`config.mk`:
```
export PLATFORM = sky130hd
export DESIGN_NAME = wseq_bus_writer
export DESIGN_NICKNAME = d
export VERILOG_FILES = /design/src/rtl/wseq_pkg.sv /design/src/rtl/wseq_split.sv /design/src/rtl/wseq_wordsel.sv /design/src/rtl/wseq_ctrl.sv /design/src/rtl/wseq_bus_writer.sv
export SDC_FILE = /design/constraint.sdc
export NUM_CORES = 1
export LEC_CHECK = 0
export CAP_MARGIN = 40
export CORE_MARGIN = 5
export CORE_UTILIZATION = 25
export DETAILED_ROUTE_END_ITERATION = 6
export SLEW_MARGIN = 20
export SYNTH_ARGS = -nofsm -noshare
export SYNTH_HDL_FRONTEND = slang
export SYNTH_SLANG_ARGS = --single-unit
```
`constraint.sdc`:
```
create_clock -name clk -period 2.9 [get_ports clk]
set_input_delay 0.435 -clock clk [delete_from_list [all_inputs] [get_ports clk]]
set_output_delay 0.435 -clock clk [all_outputs]
set_load 0.02 [all_outputs]
```
`src/rtl/wseq_pkg.sv`:
```
package wseq_pkg;
    localparam int unsigned AD_W  = 32;
    localparam int unsigned CMD_W = 5;
    localparam int unsigned IDX_W = 3;

    typedef enum logic [1:0] {
        ST_IDLE = 2'd0,
        ST_ADDR = 2'd1,
        ST_DATA = 2'd2,
        ST_GAP  = 2'd3
    } wseq_state_e;
endpackage

```
`src/rtl/wseq_split.sv`:
```
module wseq_split
    import wseq_pkg::*;
#(
    parameter int unsigned BYTES_W = 6,
    parameter int unsigned BEAT_W  = 3
) (
    input  logic [BYTES_W-1:0] total_bytes,
    input  logic               part,
    output logic               two_part,
    output logic               is_block,
    output logic [BEAT_W-1:0]  last_beat,
    output logic [IDX_W-1:0]   size_code
);
    logic [BYTES_W:0]   sum_d;
    logic [BYTES_W:0]   beats_m1_d;
    logic [BYTES_W-1:0] part_bytes_d;

    always_comb begin
        two_part     = (total_bytes >= BYTES_W'(5)) && (total_bytes <= BYTES_W'(7));
        is_block     = (total_bytes >= BYTES_W'(8));
        sum_d        = {1'b0, total_bytes} + (BYTES_W+1)'(3);
        beats_m1_d   = (sum_d >> 2) - (BYTES_W+1)'(1);
        last_beat    = is_block ? BEAT_W'(beats_m1_d) : '0;
        if (two_part) begin
            part_bytes_d = part ? (total_bytes - BYTES_W'(4)) : BYTES_W'(4);
        end else begin
            part_bytes_d = total_bytes;
        end
        size_code = is_block ? IDX_W'(beats_m1_d) : IDX_W'(part_bytes_d - BYTES_W'(1));
    end
endmodule

```
`src/rtl/wseq_wordsel.sv`:
```
module wseq_wordsel #(
    parameter int unsigned MAX_WORDS = 8,
    parameter int unsigned BEAT_W    = 3
) (
    input  logic [MAX_WORDS*32-1:0] payload,
    input  logic [BEAT_W-1:0]       sel,
    output logic [31:0]             word
);
    logic [31:0] words [MAX_WORDS];

    for (genvar g = 0; g < MAX_WORDS; g++) begin : g_unpack
        assign words[g] = payload[g*32 +: 32];
    end

    assign word = words[sel];
endmodule

```
`src/rtl/wseq_ctrl.sv`:
```
module wseq_ctrl
    import wseq_pkg::*;
#(
    parameter int unsigned BYTES_W = 6,
    parameter int unsigned BEAT_W  = 3
) (
    input  logic               clk,
    input  logic               rst_n,
    input  logic               req_valid,
    input  logic [AD_W-1:0]    req_addr,
    input  logic [BYTES_W-1:0] req_bytes,
    input  logic               req_half_rate,
    input  logic               bus_accept,
    input  logic               bus_retry,
    input  logic               two_part,
    input  logic [BEAT_W-1:0]  last_beat,
    output wseq_state_e        state,
    output logic [AD_W-1:0]    base_addr,
    output logic [BYTES_W-1:0] total_bytes,
    output logic               part,
    output logic [BEAT_W-1:0]  beat,
    output logic               load
);
    typedef struct packed {
        wseq_state_e        st;
        logic [AD_W-1:0]    addr;
        logic [BYTES_W-1:0] bytes;
        logic               slow;
        logic               part;
        logic [BEAT_W-1:0]  beat;
    } ctrl_s;

    ctrl_s ctrl_d, ctrl_q;

    always_comb begin
        ctrl_d = ctrl_q;
        load   = 1'b0;
        unique case (ctrl_q.st)
            ST_IDLE: begin
                if (req_valid) begin
                    load        = 1'b1;
                    ctrl_d.st    = ST_ADDR;
                    ctrl_d.addr  = req_addr;
                    ctrl_d.bytes = req_bytes;
                    ctrl_d.slow  = req_half_rate;
                    ctrl_d.part  = 1'b0;
                    ctrl_d.beat  = '0;
                end
            end
            ST_ADDR: begin
                if (bus_accept) begin
                    ctrl_d.st   = ST_DATA;
                    ctrl_d.beat = '0;
                end
            end
            ST_DATA: begin
                if (bus_retry) begin
                    ctrl_d.st   = ST_ADDR;
                    ctrl_d.beat = '0;
                end else if (ctrl_q.beat == last_beat) begin
                    ctrl_d.beat = '0;
                    if (two_part && !ctrl_q.part) begin
                        ctrl_d.st   = ST_ADDR;
                        ctrl_d.part = 1'b1;
                    end else begin
                        ctrl_d.st = ST_IDLE;
                    end
                end else begin
                    ctrl_d.beat = ctrl_q.beat + BEAT_W'(1);
                    ctrl_d.st   = ctrl_q.slow ? ST_GAP : ST_DATA;
                end
            end
            ST_GAP: begin
                if (bus_retry) begin
                    ctrl_d.st   = ST_ADDR;
                    ctrl_d.beat = '0;
                end else begin
                    ctrl_d.st = ST_DATA;
                end
            end
            default: ctrl_d.st = ST_IDLE;
        endcase
    end

    always_ff @(posedge clk or negedge rst_n) begin
        if (!rst_n) begin
            ctrl_q <= '{st: ST_IDLE, default: '0};
        end else begin
            ctrl_q <= ctrl_d;
        end
    end

    assign state       = ctrl_q.st;
    assign base_addr   = ctrl_q.addr;
    assign total_bytes = ctrl_q.bytes;
    assign part        = ctrl_q.part;
    assign beat        = ctrl_q.beat;

    // the issue cycle is followed at once by data beat 0
    p_issue_to_data_r4: assert property (@(posedge clk) disable iff (!rst_n)
        (ctrl_q.st == ST_ADDR && bus_accept) |=> (ctrl_q.st == ST_DATA && ctrl_q.beat == '0));

    // a spacing cycle always leads into a data cycle unless retried
    p_gap_then_data_r8: assert property (@(posedge clk) disable iff (!rst_n)
        (ctrl_q.st == ST_GAP && !bus_retry) |=> (ctrl_q.st == ST_DATA));

    // a retry returns to the address cycle of the same transaction
    p_retry_restart_r9: assert property (@(posedge clk) disable iff (!rst_n)
        ((ctrl_q.st == ST_DATA || ctrl_q.st == ST_GAP) && bus_retry)
        |=> (ctrl_q.st == ST_ADDR && $stable(ctrl_q.part) && ctrl_q.beat == '0));

    // a held request is not disturbed by new requests while busy
    p_hold_while_busy_r10: assert property (@(posedge clk) disable iff (!rst_n)
        (ctrl_q.st != ST_IDLE) |=> ($stable(ctrl_q.addr) && $stable(ctrl_q.bytes) && $stable(ctrl_q.slow)));

    // the first half of a split write moves on to the second half
    p_split_second_r6: assert property (@(posedge clk) disable iff (!rst_n)
        (ctrl_q.st == ST_DATA && two_part && !ctrl_q.part && ctrl_q.beat == last_beat && !bus_retry)
        |=> (ctrl_q.st == ST_ADDR && ctrl_q.part));
endmodule

```
`src/rtl/wseq_bus_writer.sv`:
```
module wseq_bus_writer
    import wseq_pkg::*;
#(
    parameter int unsigned MAX_WORDS = 8,
    localparam int unsigned BYTES_W  = $clog2(MAX_WORDS*4 + 1),
    localparam int unsigned BEAT_W   = (MAX_WORDS > 1) ? $clog2(MAX_WORDS) : 1,
    localparam int unsigned PAY_W    = MAX_WORDS * 32
) (
    input  logic               clk,
    input  logic               rst_n,
    input  logic               req_valid,
    input  logic [31:0]        req_addr,
    input  logic [BYTES_W-1:0] req_bytes,
    input  logic [PAY_W-1:0]   req_data,
    input  logic               req_half_rate,
    output logic               busy,
    output logic [31:0]        bus_ad,
    output logic [4:0]         bus_cmd,
    output logic               bus_valid,
    input  logic               bus_accept,
    input  logic               bus_retry
);
    wseq_state_e        state;
    logic [AD_W-1:0]    base_addr;
    logic [BYTES_W-1:0] total_bytes;
    logic               part;
    logic [BEAT_W-1:0]  beat;
    logic               load;
    logic               two_part;
    logic               is_block;
    logic [BEAT_W-1:0]  last_beat;
    logic [IDX_W-1:0]   size_code;
    logic [BEAT_W-1:0]  word_sel;
    logic [31:0]        word;
    logic [PAY_W-1:0]   pay_d, pay_q;

    wseq_ctrl #(.BYTES_W(BYTES_W), .BEAT_W(BEAT_W)) u_ctrl (
        .clk          (clk),
        .rst_n        (rst_n),
        .req_valid    (req_valid),
        .req_addr     (req_addr),
        .req_bytes    (req_bytes),
        .req_half_rate(req_half_rate),
        .bus_accept   (bus_accept),
        .bus_retry    (bus_retry),
        .two_part     (two_part),
        .last_beat    (last_beat),
        .state        (state),
        .base_addr    (base_addr),
        .total_bytes  (total_bytes),
        .part         (part),
        .beat         (beat),
        .load         (load)
    );

    wseq_split #(.BYTES_W(BYTES_W), .BEAT_W(BEAT_W)) u_split (
        .total_bytes(total_bytes),
        .part       (part),
        .two_part   (two_part),
        .is_block   (is_block),
        .last_beat  (last_beat),
        .size_code  (size_code)
    );

    assign word_sel = beat + {{(BEAT_W-1){1'b0}}, part};

    wseq_wordsel #(.MAX_WORDS(MAX_WORDS), .BEAT_W(BEAT_W)) u_wordsel (
        .payload(pay_q),
        .sel    (word_sel),
        .word   (word)
    );

    always_comb begin
        pay_d = load ? req_data : pay_q;
    end

    always_ff @(posedge clk or negedge rst_n) begin
        if (!rst_n) begin
            pay_q <= '0;
        end else begin
            pay_q <= pay_d;
        end
    end

    always_comb begin
        bus_valid = 1'b0;
        bus_cmd   = '0;
        bus_ad    = '0;
        unique case (state)
            ST_ADDR: begin
                bus_valid = 1'b1;
                bus_cmd   = {1'b0, is_block, size_code};
                bus_ad    = base_addr + (part ? 32'd4 : 32'd0);
            end
            ST_DATA: begin
                bus_valid = 1'b1;
                bus_cmd   = {1'b1, (beat == last_beat), IDX_W'(beat)};
                bus_ad    = word;
            end
            default: ;
        endcase
    end

    assign busy = (state != ST_IDLE);

    // nothing is strobed while the sequencer is idle
    p_quiet_when_idle_r11: assert property (@(posedge clk) disable iff (!rst_n)
        !busy |-> !bus_valid);

    // an unaccepted address cycle repeats unchanged
    p_addr_repeat_r2: assert property (@(posedge clk) disable iff (!rst_n)
        (bus_valid && !bus_cmd[4] && !bus_accept)
        |=> (bus_valid && !bus_cmd[4] && $stable(bus_ad) && $stable(bus_cmd)));

    // a tagged last cycle of an unsplit write ends the request
    p_last_ends_r7: assert property (@(posedge clk) disable iff (!rst_n)
        (bus_valid && bus_cmd[4] && bus_cmd[3] && !bus_retry && !two_part) |=> !busy);
endmodule

```
# Yosys cells after proc, flatten, opt, wreduce, memory -nomap -nowiden
# Cells that the tools add are included.
totals:
  wordCells: 70
  in_bits: 300
  ff_bits: 301
  out_inout_bits: 39
classes:
  bitwise_logic: 1
  mux: 30
  reduce_logical: 11
  magnitude_cmp: 4
  eq_ne: 10
  n_addsub: 7
op_table:
  columns: ["cell", "count"]
  rows:
  - ["32-bit binary-select mux with 3-bit select", 1]
  - ["32-bit two-way mux", 2]
  - ["32-bit one-hot mux with 2 select lines", 1]
  - ["45-bit two-way mux", 1]
  - ["32-bit by 3-bit adder with 32-bit output", 1]
  - ["3-bit two-way mux", 9]
  - ["3-bit one-hot mux with 4 select lines", 1]
  - ["2-bit inequality test (second input constant)", 5]
  - ["5-bit one-hot mux with 2 select lines", 1]
  - ["1-bit two-way mux", 8]
  - ["2-bit two-way mux", 4]
  - ["2-bit one-hot mux with 4 select lines", 1]
  - ["6-bit by 3-bit >= comparator with 1-bit output (second input constant)", 1]
  - ["6-bit by 4-bit >= comparator with 1-bit output (second input constant)", 1]
  - ["6-bit by 3-bit less-or-equal comparator with 1-bit output (second input constant)", 1]
  - ["3-bit by 1-bit subtractor with 3-bit output (second input constant)", 2]
  - ["5-bit by 2-bit adder with 5-bit output (second input constant)", 1]
  - ["5-bit AND reduction", 1]
  - ["2-bit equality test (second input constant)", 2]
  - ["4-bit >= comparator (second input constant)", 1]
  - ["3-bit NOT with 4-bit output", 1]
  - ["2-bit AND reduction", 2]
  - ["2-bit nonzero test", 2]
  - ["3-bit by 1-bit adder with 3-bit output", 1]
  - ["11 further kinds", 12]

# Logic depth before layout (Yosys ltp)
depth:
  depth_word: 7
  mapped_depth: 10

# By module
# A second synthesis with hierarchy kept.
hier_totals:
  cells_unflattened: 1076
  hier_area_um2: 15322.2
modules_own_cells:
  columns: ["module", "cells_per_inst", "instances", "area_each_um2"]
  rows:
  - ["wseq_bus_writer", 756, 1, 10745.3]
  - ["wseq_ctrl", 169, 1, 2224.6]
  - ["wseq_wordsel", 114, 1, 2073.2]
  - ["wseq_split", 37, 1, 279.0]

# Worst setup path before layout
# Ideal clock, no wire load.
synth_timing:
  path_kind: "register to output"
  start: "register u_ctrl.ctrl_q (netlist bit u_ctrl.total_bytes[1])"
  end: "output bus_cmd[3]"
  arrival_time_ps: 2352
  t_required_ps: 2465
  n_path_buf: 1
  path_slack_ps: 113
  path_stages_with_launch: 10
  cell_sequence: "dfrtp_1 -> buf_6 -> or3_4 -> nand2_1 -> ha_1 -> xnor2_2 -> o211a_1 -> a2111oi_2 -> o21ai_2 -> o22ai_1"
synth_between:
  elab_chain_cells: 5
synth_lines:
  columns: ["item", "line_no", "text"]
  rows:
  - ["start, declared", "wseq_ctrl.sv:33", "ctrl_s ctrl_d, ctrl_q;"]
  - ["start signal, assigned", "wseq_ctrl.sv:89", "ctrl_q <= ctrl_d;"]
  - ["5-bit by 2-bit adder with 5-bit output", "wseq_split.sv:21", "sum_d = {1'b0, total_bytes} + (BYTES_W+1)'(3);"]
  - ["3-bit by 1-bit subtractor with 3-bit output", "wseq_split.sv:22", "beats_m1_d = (sum_d >> 2) - (BYTES_W+1)'(1);"]
  - ["3-bit two-way mux", "wseq_split.sv:23", "last_beat = is_block ? BEAT_W'(beats_m1_d) : '0;"]
  - ["3-bit equality test", "wseq_bus_writer.sv:97", "bus_cmd = {1'b1, (beat == last_beat), IDX_W'(beat)};"]
  - ["5-bit one-hot mux with 2 select lines *", "wseq_bus_writer.sv:89", "unique case (state)"]
  - ["end, declared", "wseq_bus_writer.sv:18", "output logic [4:0] bus_cmd,"]
# Every way passes the cells marked *; elsewhere a longest branch is shown, timed or not.

# Final worst setup path
layout_timing:
  start: "register u_ctrl.ctrl_q (netlist bit u_ctrl.part)"
  end: "output bus_ad[8]"
layout_between:
  elab_chain_cells: 6
layout_lines:
  columns: ["item", "line_no", "text"]
  rows:
  - ["branches (longest 5 deep; another with 32-bit by 3-bit adder with 32-bit output)", null, null]
  - ["32-bit one-hot mux with 2 select lines *", "wseq_bus_writer.sv:89", null]
  - ["end, declared", "wseq_bus_writer.sv:17", "output logic [31:0] bus_ad,"]
# Mark *: on every way between the ends. The select of a mux whose other input is x is not followed.

==> impl_metrics.json <==
{
  "outcome": "complete, but fails checks",
  "violations": "setup timing",
  "ys_ff_latch": 301,
  "syn_to_final_growth_pct": 50.0,
  "overflow": 0,
  "multi_input_area_mm2": 0.00699,
  "syn_area_mm2": 0.0145,
  "grt_max_degree": 90,
  "max_freq_ghz": 0.307,
  "clock_latency_ns": 0.54,
  "synth_edf_count": 0,
  "cts_buffer_depth": 3,
  "required_ns": 2.47,
  "io_buffers": 338,
  "cap_violations": 0,
  "vias_per_cell": 4.55,
  "instances_no_fill": 2231,
  "yosys.area.top_type": "dfrtp_1",
  "wl_um": 47600,
  "hold_path.class": "input port to asynchronous set/reset pin",
  "firstDrtPassIters": 5,
  "final_net_count": 1746,
  "setup_slack_ns": -0.354,
  "gp_congestion": 0.846,
  "drv_slew": 0,
  "hold-worst-slack_ns": 0.462,
  "drc": 0,
  "grt.total_usage": 0.149,
  "fin_crit_ns": 3.25,
  "postSynthAreaPerCell_um2": 14.8,
  "worst-path-max-fanout": 6,
  "synth-seq-area-share": 0.518,
  "cts_buffers": 38,
  "critPathTopFamily": "multiplexers",
  "fin_skew_ns": 0.00778,
  "hpwl_um": 35400,
  "period_share": 1.12,
  "tns_ns": -7.67,
  "preCtsSetupSlack_ns": -0.283,
  "async_flop_share": 1.00,
  "fillCellCount": 5423,
  "yosysTopAreaCellShare": 0.518,
  "place_inst": 2118,
  "root_buffer": "clkbuf_16",
  "rows": 88,
  "vias": 10149,
  "powerDensity_mw_per_mm2": 1130,
  "startpoint_type": "register",
  "ioPinCount": 339,
  "setup_viol": 34,
  "critPathArrivalTime_ns": 2.82,
  "tightest_slew_ns": 0.657,
  "critPathKind": "register to primary output",
  "vdd_drop_max_uv": 614,
  "die_height_um": 251,
  "start_util": 0.252,
  "synthCells": 980,
  "ant_nets": 0,
  "die_w_um": 251,
  "slowest_delay_ns": 0.49,
  "max-slew-margin-rel": 0.562,
  "cp_slowest_cell": "mux4_2",
  "grt_pass1_wl_um": 71600,
  "cp_num_buf_inv": 3,
  "synth_flop_cell": "dfrtp_1",
  "synth_cell_type_count": 57,
  "grt_pass1_vias": 11223,
  "yosys-top-cells-area": "dfrtp_1, mux2_2, mux4_2",
  "ctsHtreeMaxLevel": 2,
  "leakage_uw": 0.00878,
  "drive_gt1_frac": 0.455,
  "hold_violations": 0,
  "rsz0062_at_grt": "true",
  "die_area_mm2": 0.0630,
  "worstPathCellList": "ha_4 > buf_12 > buf_6 > mux4_2 > mux2_4 > a22oi_2 > nor2b_1 > buf_4",
  "seqCellArea_mm2": 0.00753,
  "core_mm2": 0.0576,
  "wire_per_inst_um": 21.3,
  "tritoncts": "built",
  "ys_warn_count": 0,
  "syn_nets": 1292,
  "antenna_found_initial": 12,
  "cp-end-kind": "primary output",
  "drtIter0Drc": 512,
  "clock_sinks": 301,
  "power.total_uw": 24600,
  "path_clk_slew_ns": 0.05
}
==> layer usage <==
| layer | vias up | track usage | part of all wire |
|---|---|---|---|
| met5 | - | 0 | 0.00099 |
| met4 | 8 | 0.0455 | 0.025 |
| met1 | 5197 | 0.197 | 0.43 |
| li1 | 4591 | - | - |
| met2 | 271 | 0.239 | 0.48 |
| met3 | 82 | 0.0407 | 0.065 |
==> cell usage after synthesis, types with 3 or more instances <==
cell type and number:
ha_1 12, and3_1 4, nand3_1 17, buf_1 6
buf_4 13, mux2_2 303, nor2b_1 12, nand2_1 32
xnor2_1 12, xor2_1 20, nor2_1 14, mux4_2 64
a31oi_1 3, nand4_1 9, dfrtp_1 301, buf_2 27
mux2i_1 23, inv_1 7, clkbuf_1 14, a22oi_1 12
o22ai_1 22, o21ai_0 5, buf_6 3, a21oi_1 4
==> report_power, final <==
| group | total, uW | internal [uW] | switching, uW |
|---|---|---|---|
| clock | 5100 | 3230 | 1880 |
| sequential | 7640 | 6370 | 1280 |
| combinational | 11800 | 6840 | 4990 |
==> repair_timing <==
action | in CTS | in global routing
setup endpoints to repair | 36 | 36
gates resized for setup | 238 | 46
endpoints found under the hold margin | 76 | 0
pin swaps | 13 | 10
gates cloned | 5 | 0
hold buffers | 1 | 0
setup buffers | 31 | 11
==> worst register-to-register path, delay by kind of cell, from the launching register on <==
family	cells	cell delay, ns
flip-flops	1	0.42
AND/OR/NAND/NOR	4	0.95
buffers and inverters	2	0.31
adder cells (fa/ha/maj)	1	0.17
AO/OA/AOI/OAI	3	0.38
XOR/XNOR	1	0.08
==> layout make-up <==
| class | instances | share of cell area |
|---|---|---|
| antenna | 5 | 0.000574 |
| clock buffer | 53 | 0.0514 |
| clock inverter | 14 | 0.0104 |
| inverter | 7 | 0.00121 |
| multi-input combinational | 609 | 0.321 |
| sequential | 301 | 0.346 |
| tap | 765 | 0.0439 |
| timing repair buffer | 477 | 0.226 |
==> cells in the final DEF, fill, tap and decap left out, types with 9 or more instances in the layout <==
master	count
a22oi_2	10
buf_12	31
buf_4	104
buf_6	25
clkbuf_16	41
clkdlybuf4s50_1	301
dfrtp_1	299
mux2_2	296
mux2i_1	19
mux4_2	64
nand2_1	30
nand3_1	17
nand4_1	9
nor2_1	12
nor2b_1	11
o22ai_1	11
o22ai_2	9
xnor2_1	12
xor2_1	18
==> worst paths after layout <==
| check | cells past startpoint | end | startpoint | slack, ns |
|---|---|---|---|---|
| setup / recovery | 8 | bus_ad[8] | u_ctrl.part | -0.35 |
| hold reg to reg | 1 | pay_q[217] | pay_q[217] | 0.50 |
| max in group asynchronous | 4 | pay_q[135] | rst_n | 1.51 |
| setup reg to reg | 11 | u_ctrl.beat[0] | u_ctrl.total_bytes[2] | 0.49 |
| hold / removal | 2 | u_ctrl.base_addr[25] | rst_n | 0.46 |
| min in group clk | 1 | pay_q[217] | pay_q[217] | 0.50 |
==> sequential cells by signal (all words and copies together), names as in the netlist <==
name / count
u_ctrl.part: 1
u_ctrl.base_addr: 32
pay_q: 256
u_ctrl.total_bytes: 6
u_ctrl.state: 2
u_ctrl.ctrl_q: 1
u_ctrl.beat: 3
==> cells by family (layout without fill, tap and decap cells) <==
kind of cell,after synthesis,in the layout,share of synthesized area
buf+inv,70,551,0.0253
mux,390,390,0.350
fa+ha+maj,12,12,0.0103
xor+xnor,34,34,0.0223
other cells,0,5,0
flops,301,301,0.518
compound gates,63,63,0.0311
simple gates,110,110,0.0428
==> through the flow <==
| stage | util | area, um^2 |
|---|---|---|
| detailed placement | 0.340 | 19600 |
| global placement | 0.340 | 19600 |
| CTS | 0.376 | 21600 |
| floorplan | - | 14500 |
| finish | 0.379 | 21800 |
| global route | 0.378 | 21800 |
No activity file was read; power rests on OpenSTA's default activity.
